`src/rtl/rcfg_pkg.sv`:
```
package rcfg_pkg;
   typedef enum logic [1:0] {
      ST_IDLE  = 2'd0,
      ST_WRITE = 2'd1,
      ST_READ  = 2'd2,
      ST_WAIT  = 2'd3
   } seq_state_t;

   localparam int unsigned OFS_W    = 6;
   localparam logic [OFS_W-1:0] OFS_CHAN = 6'h38;
   localparam logic [OFS_W-1:0] OFS_CTRL = 6'h3A;
   localparam logic [OFS_W-1:0] OFS_SOFF = 6'h3B;
   localparam logic [OFS_W-1:0] OFS_SDAT = 6'h3C;
   localparam int unsigned BUSY_BIT = 8;
   localparam int unsigned N_STEPS  = 8;
   localparam int unsigned STEP_W   = $clog2(N_STEPS);
   localparam int unsigned STREAM_CMD = 3;
endpackage

```
`src/rtl/rcfg_script.sv`:
```
module rcfg_script
   import rcfg_pkg::*;
#(
   parameter int unsigned ADDR_W = 6,
   parameter int unsigned DATA_W = 32,
   parameter int unsigned CHAN_W = 10,
   parameter logic [31:0] BASE_ADDR = 32'h1000
) (
   input  logic [STEP_W-1:0] step_i,
   input  logic [CHAN_W-1:0] chan_i,
   output logic [ADDR_W-1:0] addr_o,
   output logic [DATA_W-1:0] data_o
);
   always_comb begin
      addr_o = ADDR_W'(OFS_CTRL);
      data_o = '0;
      unique case (step_i)
         3'd0: begin addr_o = ADDR_W'(OFS_CHAN); data_o = DATA_W'(chan_i);     end
         3'd1: begin addr_o = ADDR_W'(OFS_CTRL); data_o = '0;                  end
         3'd2: begin addr_o = ADDR_W'(OFS_SOFF); data_o = '0;                  end
         3'd3: begin addr_o = ADDR_W'(OFS_SDAT); data_o = DATA_W'(BASE_ADDR);  end
         3'd4: begin addr_o = ADDR_W'(OFS_CTRL); data_o = DATA_W'(1);          end
         3'd5: begin addr_o = ADDR_W'(OFS_SOFF); data_o = DATA_W'(1);          end
         3'd6: begin addr_o = ADDR_W'(OFS_SDAT); data_o = DATA_W'(STREAM_CMD); end
         default: begin addr_o = ADDR_W'(OFS_CTRL); data_o = DATA_W'(1);       end
      endcase
   end
endmodule

```
`src/rtl/rcfg_poll_timer.sv`:
```
module rcfg_poll_timer #(
   parameter int unsigned POLL_W = 16
) (
   input  logic              clk,
   input  logic              rst_n,
   input  logic              clear_i,
   input  logic              bump_i,
   input  logic [POLL_W-1:0] limit_i,
   output logic              hit_o
);
   logic [POLL_W-1:0] cnt_q;

   always_ff @(posedge clk or negedge rst_n) begin
      if (!rst_n)       cnt_q <= '0;
      else if (clear_i) cnt_q <= '0;
      else if (bump_i)  cnt_q <= cnt_q + 1'b1;
   end

   assign hit_o = (cnt_q == limit_i);
endmodule

```
`src/rtl/rcfg_chan_ctr.sv`:
```
module rcfg_chan_ctr #(
   parameter int unsigned CHAN_W = 10
) (
   input  logic              clk,
   input  logic              rst_n,
   input  logic              load_i,
   input  logic [CHAN_W-1:0] first_i,
   input  logic [CHAN_W-1:0] last_i,
   input  logic              adv_i,
   output logic [CHAN_W-1:0] chan_o,
   output logic              at_last_o
);
   logic [CHAN_W-1:0] chan_q, last_q;

   always_ff @(posedge clk or negedge rst_n) begin
      if (!rst_n) begin
         chan_q <= '0;
         last_q <= '0;
      end else if (load_i) begin
         chan_q <= first_i;
         last_q <= last_i;
      end else if (adv_i) begin
         chan_q <= chan_q + 1'b1;
      end
   end

   assign chan_o    = chan_q;
   assign at_last_o = (chan_q == last_q);
endmodule

```
`src/rtl/rcfg_seq.sv`:
```
module rcfg_seq
   import rcfg_pkg::*;
#(
   parameter int unsigned LANES     = 2,
   parameter int unsigned CHAN_W    = 10,
   parameter int unsigned ADDR_W    = 6,
   parameter int unsigned DATA_W    = 32,
   parameter int unsigned POLL_W    = 16,
   parameter logic [31:0] BASE_ADDR = 32'h1000
) (
   input  logic              clk,
   input  logic              rst_n,
   input  logic              start_i,
   input  logic              sweep_i,
   input  logic [CHAN_W-1:0] chan_i,
   input  logic [POLL_W-1:0] poll_limit_i,
   output logic              busy_o,
   output logic              done_o,
   output logic              err_o,
   output logic [ADDR_W-1:0] av_address,
   output logic              av_write,
   output logic [DATA_W-1:0] av_writedata,
   output logic              av_read,
   input  logic              av_waitrequest,
   input  logic [DATA_W-1:0] av_readdata,
   input  logic              av_readdatavalid
);
   localparam int unsigned N_IF = 2 * LANES;
   localparam logic [STEP_W-1:0] STEP_LAST = STEP_W'(N_STEPS - 1);
   localparam logic [CHAN_W-1:0] IF_LAST   = CHAN_W'(N_IF - 1);

   if (LANES < 1) begin : g_bad_lanes
      $error("rcfg_seq: LANES must be at least 1");
   end
   if (ADDR_W < OFS_W) begin : g_bad_addr
      $error("rcfg_seq: ADDR_W too narrow for the management offsets");
   end
   if (DATA_W < BUSY_BIT + 1 || DATA_W < CHAN_W) begin : g_bad_data
      $error("rcfg_seq: DATA_W too narrow");
   end
   if (N_IF > (1 << CHAN_W)) begin : g_bad_chan
      $error("rcfg_seq: CHAN_W cannot number every interface");
   end
   if (POLL_W < 1) begin : g_bad_poll
      $error("rcfg_seq: POLL_W must be at least 1");
   end

   seq_state_t        state_q;
   logic [STEP_W-1:0] step_q;
   logic [POLL_W-1:0] limit_q;
   logic              done_q, err_q;

   logic [CHAN_W-1:0] chan;
   logic              at_last, lim_hit, rd_busy, rd_beat;
   logic [ADDR_W-1:0] s_addr;
   logic [DATA_W-1:0] s_data;
   logic              unused_rd;

   assign unused_rd = ^av_readdata;
   assign rd_beat   = (state_q == ST_WAIT) && av_readdatavalid;
   assign rd_busy   = av_readdata[BUSY_BIT];

   rcfg_script #(
      .ADDR_W(ADDR_W), .DATA_W(DATA_W), .CHAN_W(CHAN_W), .BASE_ADDR(BASE_ADDR)
   ) u_script (
      .step_i(step_q), .chan_i(chan), .addr_o(s_addr), .data_o(s_data)
   );

   rcfg_chan_ctr #(.CHAN_W(CHAN_W)) u_chan (
      .clk      (clk),
      .rst_n    (rst_n),
      .load_i   ((state_q == ST_IDLE) && start_i),
      .first_i  (sweep_i ? '0 : chan_i),
      .last_i   (sweep_i ? IF_LAST : chan_i),
      .adv_i    (rd_beat && !rd_busy && !at_last),
      .chan_o   (chan),
      .at_last_o(at_last)
   );

   rcfg_poll_timer #(.POLL_W(POLL_W)) u_poll (
      .clk    (clk),
      .rst_n  (rst_n),
      .clear_i((state_q == ST_WRITE) && !av_waitrequest && (step_q == STEP_LAST)),
      .bump_i (rd_beat && rd_busy && !lim_hit),
      .limit_i(limit_q),
      .hit_o  (lim_hit)
   );

   always_ff @(posedge clk or negedge rst_n) begin
      if (!rst_n) begin
         state_q <= ST_IDLE;
         step_q  <= '0;
         limit_q <= '0;
         done_q  <= 1'b0;
         err_q   <= 1'b0;
      end else begin
         done_q <= 1'b0;
         err_q  <= 1'b0;
         unique case (state_q)
            ST_IDLE: if (start_i) begin
               state_q <= ST_WRITE;
               step_q  <= '0;
               limit_q <= poll_limit_i;
            end
            ST_WRITE: if (!av_waitrequest) begin
               if (step_q == STEP_LAST) state_q <= ST_READ;
               else                     step_q  <= step_q + 1'b1;
            end
            ST_READ: if (!av_waitrequest) state_q <= ST_WAIT;
            ST_WAIT: if (av_readdatavalid) begin
               if (!rd_busy) begin
                  if (at_last) begin
                     state_q <= ST_IDLE;
                     done_q  <= 1'b1;
                  end else begin
                     state_q <= ST_WRITE;
                     step_q  <= '0;
                  end
               end else if (lim_hit) begin
                  state_q <= ST_IDLE;
                  done_q  <= 1'b1;
                  err_q   <= 1'b1;
               end else begin
                  state_q <= ST_READ;
               end
            end
            default: state_q <= ST_IDLE;
         endcase
      end
   end

   assign av_write     = (state_q == ST_WRITE);
   assign av_read      = (state_q == ST_READ);
   assign av_address   = av_write ? s_addr : ADDR_W'(OFS_CTRL);
   assign av_writedata = av_write ? s_data : '0;
   assign busy_o       = (state_q != ST_IDLE);
   assign done_o       = done_q;
   assign err_o        = err_q;
endmodule

```
`config.mk`:
```
export PLATFORM = sky130hd
export DESIGN_NAME = rcfg_seq
export DESIGN_NICKNAME = d
export VERILOG_FILES = /design/src/rtl/rcfg_pkg.sv /design/src/rtl/rcfg_script.sv /design/src/rtl/rcfg_poll_timer.sv /design/src/rtl/rcfg_chan_ctr.sv /design/src/rtl/rcfg_seq.sv
export SDC_FILE = /design/constraint.sdc
export NUM_CORES = 1
export LEC_CHECK = 0
export BUFFER_PORTS_ARGS = -buffer_cell sky130_fd_sc_hd__buf_2
export CORE_MARGIN = 3
export CORE_UTILIZATION = 30
export CTS_CLUSTER_SIZE = 12
export DETAILED_ROUTE_END_ITERATION = 8
export PLACE_DENSITY_LB_ADDON = 0.3
export SLEW_MARGIN = 5
export SYNTH_ARGS = -nofsm -noshare
export SYNTH_HDL_FRONTEND = slang
export SYNTH_SLANG_ARGS = --single-unit
```
`constraint.sdc`:
```
create_clock -name clk -period 2.1 [get_ports clk]
set_input_delay 0.315 -clock clk [delete_from_list [all_inputs] [get_ports clk]]
set_output_delay 0.315 -clock clk [all_outputs]
set_load 0.05 [all_outputs]
```
# [Word level (Yosys, flattened, before mapping)]
# Index checks and enable logic that the tools add are counted.
[word_totals] regBits=59 in_bits=64 word_cells=88
[classes] n_eq_ne=19 add_sub_neg=3 mux=34 n_reduce_logical=24
[ops] cell="$pmux 13 s4" count=1
[ops] cell="$mux 10" count=4
[ops] cell="$mux 16" count=2
[ops] cell="$mux 32" count=1
[ops] cell="$mux 3" count=6
[ops] cell="$pmux 3 s3" count=2
[ops] cell="$add 16x1->16 const B" count=1
[ops] cell="$eq 16x16->1" count=1
[ops] cell="$mux 2" count=7
[ops] cell="$ne 2x2->1 const B" count=7
[ops] cell="$add 10x1->10 const B" count=1
[ops] cell="$eq 10x10->1" count=1
[ops] cell="$eq 3x3->1 const B" count=3
[ops] cell="$mux 1" count=9
[ops] cell="$logic_and 1x1->1" count=8
[ops] cell="$pmux 2 s4" count=1
[ops] cell="$reduce_and 7->1" count=1
[ops] cell="$eq 3x2->1 const B" count=2
[ops] cell="$mux 6" count=1
[ops] cell="$reduce_bool 2->1" count=3
[ops] cell="$reduce_or 2->1" count=3
[ops] cell="$reduce_and 5->1" count=1
[ops] cell="$eq 2x2->1 const B" count=2
[ops] cell="$logic_not 1->1" count=4
[ops] cell="other kinds (8)" count=8

# [Longest topological paths before layout]
[depth] ltp_word=6 ltp_mapped=8 depth_no_buf=6

# [Cells and area by module]
# A second synthesis with hierarchy kept.
[unflattened] hier_cells=380 area_unflattened_um2=3792.4
[modules_own_cells] mod="rcfg_seq" cells_each=133 n_inst=1 seq_area_each_um2=575.6 area_per_inst_um2=1398.8
[modules_own_cells] mod="rcfg_chan_ctr" cells_each=95 n_inst=1 seq_area_each_um2=500.5 area_per_inst_um2=1041.0
[modules_own_cells] mod="rcfg_poll_timer" cells_each=104 n_inst=1 seq_area_each_um2=400.4 area_per_inst_um2=1024.7
[modules_own_cells] mod="rcfg_script" cells_each=48 n_inst=1 seq_area_each_um2=0.0 area_per_inst_um2=327.8

# [Worst setup path after synthesis]
# Ideal clock, no wire load.
[synth_timing] path_type="register to output" start="register step_q[0]" end="output av_address[1]" t_arrival_ps=1919 n_path_buf=0 path_stages_with_launch=6 path_slack_ps=-134 cell_sequence="dfrtp_1 > inv_1 > ha_1 > nor2_1 > nor3_1 > o21ai_0"
[synth_between] elab_chain_len=4
[synth_lines] element="start: declaration" line="rcfg_seq.sv:49" text="logic [STEP_W-1:0] step_q;"
[synth_lines] element="start signal: assignment" line="rcfg_seq.sv:107" text="else step_q <= step_q + 1'b1;"
[synth_lines] element="$eq 3x2->1 / $eq 3x3->1 (equally long branches)" line="rcfg_script.sv:17" text="unique case (step_i)"
[synth_lines] element="$reduce_or 2->1 (no line)"
[synth_lines] element="$pmux 3 s3 *" line="rcfg_script.sv:17"
[synth_lines] element="$mux 6 *" line="rcfg_seq.sv:134" text="assign av_address = av_write ? s_addr : ADDR_W'(OFS_CTRL);"
[synth_lines] element="end: declaration" line="rcfg_seq.sv:20" text="output logic [ADDR_W-1:0] av_address,"
# Every way passes the cells marked *; elsewhere a longest branch is shown, timed or not.

# [Final worst setup path]
[layout_timing] start="register step_q[0]" end="output av_writedata[0]"
[layout_between] elab_chain_len=4
[layout_lines] element="$eq 3x1->1 / $eq 3x2->1 (equally long branches)" line="rcfg_script.sv:17"
[layout_lines] element="$reduce_or 2->1 (no line)"
[layout_lines] element="$pmux 13 s4 *" line="rcfg_script.sv:17"
[layout_lines] element="$mux 32 *" line="rcfg_seq.sv:135" text="assign av_writedata = av_write ? s_data : '0;"
[layout_lines] element="end: declaration" line="rcfg_seq.sv:22" text="output logic [DATA_W-1:0] av_writedata,"
# Marked as above.

==> metrics.txt <==
min-delay worst type in2reg; All-Layer GR Usage 12.7%; TritonCTS clock tree yes; vias in the first global route roughly 2700; Ys Warns 0; GPL Wtd Cong about 0.76; post-place setup slack about 0.15 ns; Synth top area share between 40% and 50%; post-synthesis mux area share between 2 and 2.5%; area grow syn2layout 21.5%; clock-pin slew on the worst setup and hold paths approximately 0.050 ns; DP Cell Count 581; Final #Nets between 500 and 600; post-synthesis simple-gate area fraction 25.7%; Post-synth EDFFs 0; H-tree lvl count 3; Die W between 100 and 150 um; Cell variety after synth 38; DR vias approximately 2700; startpoint types flip-flop; xor and xnor area share after synthesis a little under a tenth; GRT met1 Usage between 15 and 20%; worst path required time between 1.5 and 2 ns; port buffer count 51; top post-synthesis cells by area dfrtp_1 44%, nand2_1 11%, buf_4 5.3%; Power, Total between 5 and 6 mW; cell taking the most area after synthesis dfrtp_1; GRT overflow 0; hpwl dp ~5.7 mm; DRC 0; asr flop ratio synth between 90% and 100%; Sinks on Clock Net 59; Util after Layout about 38%; Die Ht 112 um; initial antenna violation count 0; WL final around 7.7 mm; Pins Over Slew Limit 0; worst-path fanout max 5; DR pass1 iterations 4; Post-Layout Inst Area around 4100 um2; Starting Density between 30% and 40%; post-synthesis adder-cell area fraction roughly 3.0%; number of max-cap violations 0; crit path time final roughly 2.0 ns; unrepaired setup endpoints after global routing true; Mean Syn Cell Area slightly below 9 um2; first-pass GRT wire length about 13 mm; R2R Setup Slk ~0.13 ns; Ports between 100 and 150; Final WS setup 0.0513 ns; largest family of logic cells by synthesized area simple AND/OR/NAND/NOR gates; final hold violations 0; sequential share of the synthesized area a little over two fifths; Die ar. 12600 um2; Netlist Area Pre-Place 3390 um2; via/cell ratio ~4.6; WP data arrival approximately 1.7 ns; Longest Clk Path Bufs 2; Compound-Gate Fraction of Synth Area under 10%; FF+latch count, synth 59; leakage 2.07 nW; Non-Filler Instances roughly 600; Routed Antenna Nets 0; clk root buf clkbuf_16; # diodes 0; final setup vio count 0; Final Skew slightly below 0.008 ns; Worst Tran Pin Value roughly 0.54 ns; GR Layer Usage met3 2.80%; P per Cell Area between 1000 and 1500 nW/um2; wire per inst ~13 um; gr busiest metal met2; Setup crit end kind primary output; Core Footprint around 11000 um2; status complete, no violations; Final Cycle Share between 90% and 100%; Post-Syn Instances just under 400; peak supply drop around 860 uV; Main synth FF type dfrtp_1; Max-slew headroom ~64%; M2 GR Usage between 10% and 20%; Crit Path Category reg2out; Placement Cell Area 3780 um2; TritonCTS Buffers 9; number of DRC violations after detailed-routing iteration 0 around 110; Peak Freq between 0.4 and 0.5 GHz; worst skew pair latency about 0.32 ns; largest net degree at the start of global routing 40; row cnt 38; share of cells above drive strength 1 between 10% and 20%; filler cell count ~1100
## per-layer routing
metal	wire (um)	vias to the layer above
li1	-	1370
met1	3720	1266
met5	0	-
met3	411	11
met4	116	0
met2	3450	76
## power by group
part | internal (mW) | total [mW] | switching, mW | leakage (nW)
Clock | 0.815 | 1.31 | 0.493 | 0.130
Combinational | 0.911 | 2.47 | 1.56 | 1.17
Sequential | 1.51 | 1.86 | 0.346 | 0.769
Total | 3.24 | 5.63 | 2.40 | 2.07
## cells in the final DEF (no fill, tap or decap), drive strengths merged, types with 8 or more instances in the layout
master	netlist	final
a21oi	16	16
and2	15	15
and3	10	10
buf	27	63
clkbuf	9	12
conb	2	24
dfrtp	59	59
ha	8	8
inv	12	12
mux2i	8	8
nand2	103	103
nand3	17	17
nor2	13	13
o21ai	17	17
xnor2	19	19
xor2	16	16
## cells by family (layout without fill, tap and decap cells)
group | Yosys count | in the layout
AOI/OAI and AO/OA | 45 | 45
xor gates and xnor gates | 35 | 35
adders and majority gates | 8 | 8
buffers and inverters | 48 | 93
DFF | 59 | 59
muxes | 8 | 8
other | 2 | 24
and+or+nand+nor | 186 | 186
## timing repair
item / in CTS / in global routing
buffers inserted: 0 / 1
pin swaps: 0 / 1
hold endpoints to repair: 20 / 0
setup endpoints to repair: 9 / 10
resized for setup: 11 / 7
hold buffers: 1 / 0
## area by class of cell
| type | count | area, um2 | share of cell area, % |
|---|---|---|---|
| Multi-Input combinational cell | 306 | 1740 | 42.3 |
| Clock buffer | 10 | 239 | 5.80 |
| Inverter | 12 | 45.0 | 1.09 |
| Timing Repair Buffer | 66 | 410 | 9.96 |
| Sequential cell | 59 | 1480 | 35.8 |
| Tap cell | 140 | 175 | 4.25 |
| Clock inverter | 5 | 30.0 | 0.729 |
## Yosys cell counts, types with 2 or more instances
cell type  count
o211ai_1       3
a21o_1         3
or3_1          3
xor2_1        16
nor4_1         3
inv_1         12
and4_1         2
buf_4         24
nor3_1         5
conb_1         2
mux2i_1        8
o21ai_0       17
clkbuf_1       9
ha_1           8
a21oi_1       16
xnor2_1       19
nand3_1       17
nand4_1        7
nand2b_1       3
nor2_1        13
nand2_1      103
and2_1        15
and3_1        10
dfrtp_1       59
## critical path, stage by stage, from the launching register on
cell and delay [ns]:
dfrtp_1 0.43, ha_1 0.28, nor4_4 0.27, a21oi_1 0.06
a21oi_1 0.15, buf_4 0.22
## registers in the layout, summed over array words and instances (netlist names)
signal	flops
state_q	2
limit_q	16
u_chan.chan_o	10
u_chan.last_q	10
done_o	1
step_q	3
u_poll.cnt_q	16
err_o	1
## metrics by stage
stage               hold slack (ns)  TNS [ns]
global placement              0.324         0
global route                  0.181   -0.0380
detailed placement            0.329         0
CTS                           0.171   -0.0252
floorplan                    0.0194         0
finish                        0.179         0
## worst paths after layout
check	start	endpoint	cells after the start
max	step_q[0]	av_writedata[0]	5
min	poll_limit_i[11]	limit_q[11]	3
max reg2reg	u_chan.chan_o[7]	u_chan.chan_o[8]	7
min reg2reg	u_chan.last_q[1]	u_chan.last_q[1]	2
max in group asynchronous	rst_n	u_poll.cnt_q[6]	3
min in group asynchronous	rst_n	step_q[2]	2
Power figures use the tool's default switching activity.
